## src/rtl/trap_pkg.sv

```systemverilog
// Package: shared constants and types for the precise trap controller.
// Assumes stage index grows with instruction age (0 = fetch).
package trap_pkg;
    localparam int CAUSE_W = 5;
    typedef logic [CAUSE_W-1:0] cause_t;

    // Cause codes recorded in the cause register
    localparam cause_t CAUSE_INTERRUPT   = 5'd0;
    localparam cause_t CAUSE_LOAD_ADDR   = 5'd4;
    localparam cause_t CAUSE_STORE_ADDR  = 5'd5;
    localparam cause_t CAUSE_BAD_OPCODE  = 5'd10;
    localparam cause_t CAUSE_OVERFLOW    = 5'd12;

    // Kind of fetch redirect requested this cycle
    typedef enum logic [1:0] {
        REDIR_NONE   = 2'd0,
        REDIR_TRAP   = 2'd1,
        REDIR_RETURN = 2'd2
    } redir_e;
endpackage

```

## src/rtl/oldest_pick.sv

```systemverilog
// Module: oldest_pick
// Picks the oldest faulting stage (highest index) and builds the flush mask
// covering that stage and every younger one. Purely combinational.
// Assumes bit N-1 of fault_vec is the oldest stage.
module oldest_pick #(
    parameter int N     = 5,
    parameter int SEL_W = 3
) (
    input  logic [N-1:0]     fault_vec,
    output logic             any_fault,
    output logic [N-1:0]     win_onehot,
    output logic [SEL_W-1:0] win_idx,
    output logic [N-1:0]     flush
);
    // older_hit[i] is set when some stage older than i faults
    logic [N-1:0] older_hit;

    assign older_hit[N-1] = 1'b0;

    genvar g;
    generate
        for (g = N - 2; g >= 0; g--) begin : g_chain
            assign older_hit[g] = older_hit[g+1] | fault_vec[g+1];
        end
        for (g = 0; g < N; g++) begin : g_win
            assign win_onehot[g] = fault_vec[g] & ~older_hit[g];
            assign flush[g]      = fault_vec[g] | older_hit[g];
        end
    endgenerate

    assign any_fault = |fault_vec;

    // Encode the one-hot winner into a stage index
    always_comb begin
        win_idx = '0;
        for (int i = 0; i < N; i++) begin
            if (win_onehot[i]) win_idx = SEL_W'(i);
        end
    end
endmodule

```

## src/rtl/stage_select.sv

```systemverilog
// Module: stage_select
// AND-OR multiplexer that pulls one W-bit field out of a flat per-stage
// vector using a one-hot select. Assumes sel has at most one bit set.
module stage_select #(
    parameter int N = 5,
    parameter int W = 32
) (
    input  logic [N*W-1:0] flat_in,
    input  logic [N-1:0]   sel,
    output logic [W-1:0]   field_out
);
    logic [W-1:0] masked [N];

    genvar g;
    generate
        for (g = 0; g < N; g++) begin : g_mask
            assign masked[g] = flat_in[g*W +: W] & {W{sel[g]}};
        end
    endgenerate

    // OR-reduce the masked fields
    always_comb begin
        field_out = '0;
        for (int i = 0; i < N; i++) field_out = field_out | masked[i];
    end
endmodule

```

## src/rtl/trap_regs.sv

```systemverilog
// Module: trap_regs
// Holds the saved PC and the cause code. Both load together on a trap.
// Synchronous active-low reset clears both.
module trap_regs #(
    parameter int XLEN    = 32,
    parameter int CAUSE_W = 5
) (
    input  logic               clk,
    input  logic               rst_n,
    input  logic               load,
    input  logic [XLEN-1:0]    pc_in,
    input  logic [CAUSE_W-1:0] cause_in,
    output logic [XLEN-1:0]    pc_q,
    output logic [CAUSE_W-1:0] cause_q
);
    // Capture the selected PC and cause when a trap is taken
    always_ff @(posedge clk) begin
        if (!rst_n) begin
            pc_q    <= '0;
            cause_q <= '0;
        end else if (load) begin
            pc_q    <= pc_in;
            cause_q <= cause_in;
        end
    end
endmodule

```

## src/rtl/redirect_ctl.sv

```systemverilog
// Module: redirect_ctl
// Decides the fetch redirect: a trap goes to the handler vector, a return
// goes to the saved PC, and a trap outranks a return. Combinational.
module redirect_ctl
    import trap_pkg::*;
#(
    parameter int          XLEN    = 32,
    parameter logic [31:0] HANDLER = 32'h8000_0180
) (
    input  logic            trap,
    input  logic            ret,
    input  logic [XLEN-1:0] saved,
    output redir_e          kind,
    output logic            valid,
    output logic [XLEN-1:0] target
);
    // Classify the redirect with the trap taking priority
    always_comb begin
        if (trap)     kind = REDIR_TRAP;
        else if (ret) kind = REDIR_RETURN;
        else          kind = REDIR_NONE;
    end

    // Produce the target address for the chosen redirect kind
    always_comb begin
        unique case (kind)
            REDIR_TRAP:   target = XLEN'(HANDLER);
            REDIR_RETURN: target = saved;
            default:      target = '0;
        endcase
    end

    assign valid = (kind != REDIR_NONE);
endmodule

```

## src/rtl/precise_trap_ctrl.sv

```systemverilog
// Module: precise_trap_ctrl (top)
// Turns per-stage fault reports into one precise trap. The oldest fault is
// selected, the flush mask and handler redirect come out in the same cycle,
// and the PC and cause are registered at the following edge.
// Assumes stage index 0 = fetch and stage NSTAGE-1 = writeback.
module precise_trap_ctrl
    import trap_pkg::*;
#(
    parameter int          NSTAGE  = 5,
    parameter int          XLEN    = 32,
    parameter logic [31:0] HANDLER = 32'h8000_0180
) (
    input  logic                        clk,
    input  logic                        rst_n,
    input  logic [NSTAGE-1:0]           stage_fault,
    input  logic [NSTAGE*CAUSE_W-1:0]   stage_cause,
    input  logic [NSTAGE*XLEN-1:0]      stage_pc,
    input  logic                        ret_req,
    output logic                        trap_taken,
    output logic [$clog2(NSTAGE)-1:0]   trap_stage,
    output logic [NSTAGE-1:0]           flush_mask,
    output logic                        redirect_valid,
    output logic [XLEN-1:0]             redirect_pc,
    output logic [XLEN-1:0]             saved_pc,
    output logic [CAUSE_W-1:0]          trap_cause
);
    localparam int SEL_W = $clog2(NSTAGE);

    logic [NSTAGE-1:0]  win_oh;
    logic [XLEN-1:0]    sel_pc;
    logic [CAUSE_W-1:0] sel_cause;
    redir_e             redir_kind;

    oldest_pick #(.N(NSTAGE), .SEL_W(SEL_W)) u_pick (
        .fault_vec  (stage_fault),
        .any_fault  (trap_taken),
        .win_onehot (win_oh),
        .win_idx    (trap_stage),
        .flush      (flush_mask)
    );

    stage_select #(.N(NSTAGE), .W(XLEN)) u_pc_sel (
        .flat_in   (stage_pc),
        .sel       (win_oh),
        .field_out (sel_pc)
    );

    stage_select #(.N(NSTAGE), .W(CAUSE_W)) u_cause_sel (
        .flat_in   (stage_cause),
        .sel       (win_oh),
        .field_out (sel_cause)
    );

    trap_regs #(.XLEN(XLEN), .CAUSE_W(CAUSE_W)) u_regs (
        .clk      (clk),
        .rst_n    (rst_n),
        .load     (trap_taken),
        .pc_in    (sel_pc),
        .cause_in (sel_cause),
        .pc_q     (saved_pc),
        .cause_q  (trap_cause)
    );

    redirect_ctl #(.XLEN(XLEN), .HANDLER(HANDLER)) u_redir (
        .trap   (trap_taken),
        .ret    (ret_req),
        .saved  (saved_pc),
        .kind   (redir_kind),
        .valid  (redirect_valid),
        .target (redirect_pc)
    );
endmodule

```

## config.mk

```make
export PLATFORM = sky130hd
export DESIGN_NAME = precise_trap_ctrl
export DESIGN_NICKNAME = d
export VERILOG_FILES = /design/src/rtl/trap_pkg.sv /design/src/rtl/oldest_pick.sv /design/src/rtl/stage_select.sv /design/src/rtl/trap_regs.sv /design/src/rtl/redirect_ctl.sv /design/src/rtl/precise_trap_ctrl.sv
export SDC_FILE = /design/constraint.sdc
export NUM_CORES = 1
export LEC_CHECK = 0
export ABC_AREA = 0
export BUFFER_PORTS_ARGS = -buffer_cell sky130_fd_sc_hd__buf_2
export CORE_AREA = 4 4 104 106
export DETAILED_ROUTE_END_ITERATION = 8
export DIE_AREA = 0 0 108 110
export PLACE_DENSITY = 0.7
export SLEW_MARGIN = 25
export SYNTH_ARGS = -nofsm -noshare
export SYNTH_HDL_FRONTEND = slang
export SYNTH_SLANG_ARGS = --single-unit
export TNS_END_PERCENT = 10
```

## constraint.sdc

```tcl
create_clock -name clk -period 4.75 [get_ports clk]
set_clock_uncertainty 0.05 [all_clocks]
set_input_delay 0.95 -clock clk [delete_from_list [all_inputs] [get_ports clk]]
set_output_delay 0.95 -clock clk [all_outputs]
set_load 0.05 [all_outputs]
```

==> results.md <==
- Sequential element share of the synthesized area: 23.1%
- Die X: 108 um
- Cell area after synthesis: 3210 sq um
- Crit end category: primary output
- Tmin final: 3.78 ns
- Setup crit start kind: primary input
- RR Endpoint: u_regs.pc_q[8]$_SDFFE_PN0P_
- Drt pass-1 iters: 4
- RSZ-0062 raised after global routing: no
- Slew Viols, Final: 0
- Max Freq: 264 MHz
- Vias in the first global route: 4138
- Final Hold Viols: 0
- Post-synth top area share: 23.1%
- CP max FO: 16
- Ports: 272
- DRT antenna net count: 0
- Clk sink count: 37
- Post-route cell area: 4650 sq um
- Worst-path clk slew: 0.07 ns
- Largest net degree at the start of global routing: 81
- Static leakage: 2.29 nW
- Critical Path RT: 3.75 ns
- Clk buf depth: 2
- GRT overflow: 0
- Root Buffer: clkbuf_8
- Worst hold start: u_regs.pc_q[28]$_SDFFE_PN0P_
- Final net count: 838
- Fraction of layout instances using a drive strength above 1: 46.3%
- Placed insts: 771
- Rel. slew slack: 51.3%
- Fin crit share: 79.7%
- CTS tree: yes
- R2R depth: 2
- HP Class: reg2reg
- Die area: 11900 sq um
- # fillers: 1008
- Vias: 4174
- GR Util All Layers: 21.0%
- Post-synthesis mux area share: 9.04%
- Flop-to-flop setup slack: 3.92 ns
- Area contributors post-synth: dfxtp_1 (23%), a21oi_1 (10%), mux2i_1 (9.0%)
- Wire per inst: 17.4 um
- Area leader, netlist: dfxtp_1
- Starting DRT DRC Count: 187
- Drt via density: 5.36
- Hold endpoint: u_regs.pc_q[28]$_SDFFE_PN0P_
- Final Hold Slack: 0.501 ns
- Setup Buffers After CTS: 0
- Yosys warns: 0
- Initial Util: 32.8%
- FF-to-FF Start: u_regs.pc_q[8]$_SDFFE_PN0P_
- Synth Area in Simple Gates: 25.3%
- Hold_buf cts: 0
- Largest family of logic cells by synthesized area: compound AO/OA/AOI/OAI gates
- Pwr Density: 214 nW/um^2
- Antenna Cells: 0
- Syn Nets: 602
- Placed instance area: 4550 sq um
- DP Wirelength: 9980 um
- Clk_lat worst skew: 0.29 ns
- Hold Path Depth: 1
- Die Height: 110 um
- Resized cells post-CTS: 0
- WL final: 13500 um
- Clock buffer count from CTS: 5
- Final setup vio count: 0
- Fin Setup TNS: 0 ns
- Layout Cells excl Fill: 779
- Gate count after technology mapping: 409
- # Max-Cap Violations: 0
- Core ar.: 9770 sq um
- Drt drc: 0
- Xor/xnor share of the synthesized area: 0%
- Post-synth cell types: 29
- H-tree depth: 2
- Complex-gate fraction of the synthesized area: 33.6%
- Status: finished, final reports clean
- Max VDD drop: 98.9 uV
- Layout area overhead: 45.0%
- Setup CP Type: in2out
- Initial antenna violation count: 1
- Core Rows: 36
- GP Congestion: 0.837
- Seq cells post-synth: 37
- Crit path DAT: 2.78 ns
- IO buf count: 271
- Adder-Cell Fraction of Synth Area: 0%
- Syn avg cell area: 7.85 sq um
- Worst slew pin tran: 0.724 ns
- First-pass GRT wire length: 19900 um
[per-stage QoR]
step,power [mW],setup slack [ns],utilization (%)
2_1_floorplan,0.614,1.16,-
3_3_place_gp,0.752,1.12,46.6
3_5_place_dp,0.759,0.978,46.6
4_1_cts,1.01,0.968,47.6
5_1_grt,1.05,0.790,47.6
6_report,0.998,0.966,47.6
[logic make-up after synthesis]
family,count (synthesis)
buffers and inverters,61
muxes,29
DFF,37
and+or+nand+nor,124
AOI/OAI and AO/OA,158
[cell type report]
cell class	instances	area, sq um	share of cell area (%)
multi-input cells	311	2180	46.9
well taps	133	166	3.58
inverters	10	37.5	0.806
repair buffers	280	1420	30.6
flip-flops and latches	37	741	15.9
clock buffers	7	96.3	2.07
clock inverters	1	5.00	0.108
[registers in the layout, indices dropped and copies added (netlist names)]
name and flops:
u_regs.cause_q 5, u_regs.pc_q 32
[cell usage after synthesis]
library cell and n:
o21ai_0 7, or3_1 1, buf_2 7, nand2b_1 3, a21oi_1 67, a32o_1 1, clkbuf_1 32, o221a_2 7
buf_4 3, inv_1 9, inv_2 1, a22o_1 7, a31oi_1 7, and4b_1 1, o22ai_1 29, o31ai_1 7
nand3b_1 37, nor4_4 1, and2_1 36, nand2_1 7, nor2b_1 31, mux2i_1 29, nor3_2 1, dfxtp_1 37
a21o_1 3, buf_6 5, o221a_1 23, nor2_1 6, buf_1 4
[critical path, stage by stage]
cell and delay [ns]:
buf_2 0.10, nor2_1 0.38, and4b_1 0.62, buf_4 0.30, and2_1 0.15, buf_2 0.26
[metal layers]
metal / GRT usage [%] / part of all wire [%] / vias to the layer above
li1: - / - / 1986
met1: 23.2 / 38 / 1924
met2: 40.0 / 51 / 237
met3: 4.48 / 8.6 / 25
met4: 7.03 / 1.9 / 2
met5: 0 / 0.059 / -
[worst max path at each step]
stage	endpoint	slack, ns	start
floorplan	redirect_valid	1.16	stage_fault[4]
global placement	redirect_pc[20]	1.12	stage_fault[1]
detailed placement	redirect_pc[16]	0.98	stage_fault[1]
CTS	redirect_pc[16]	0.97	stage_fault[1]
global route	redirect_pc[20]	0.79	stage_fault[1]
finish	redirect_pc[20]	0.97	stage_fault[1]
[layout by cell type, fill, tap and decap left out, types with 2 or more instances in the layout]
cell type,count
o21ai_0,7
a21o_1,3
dfxtp_1,37
nand2_1,7
buf_4,9
clkbuf_8,7
a22o_1,7
o221a_2,7
mux2i_1,29
inv_1,9
a21oi_1,67
buf_2,271
o221a_1,23
a31oi_1,7
nor2_1,6
o22ai_1,29
nand3b_1,37
and2_1,36
o31ai_1,7
nor2b_1,31
nand2b_1,2
[where the power goes]
group          internal [mW]  switching (mW)  leakage (nW)
logic                  0.152           0.242          1.93
registers              0.337          0.0206         0.309
clock network          0.131           0.114        0.0542
Note: power is estimated with default switching activity, not from simulation.
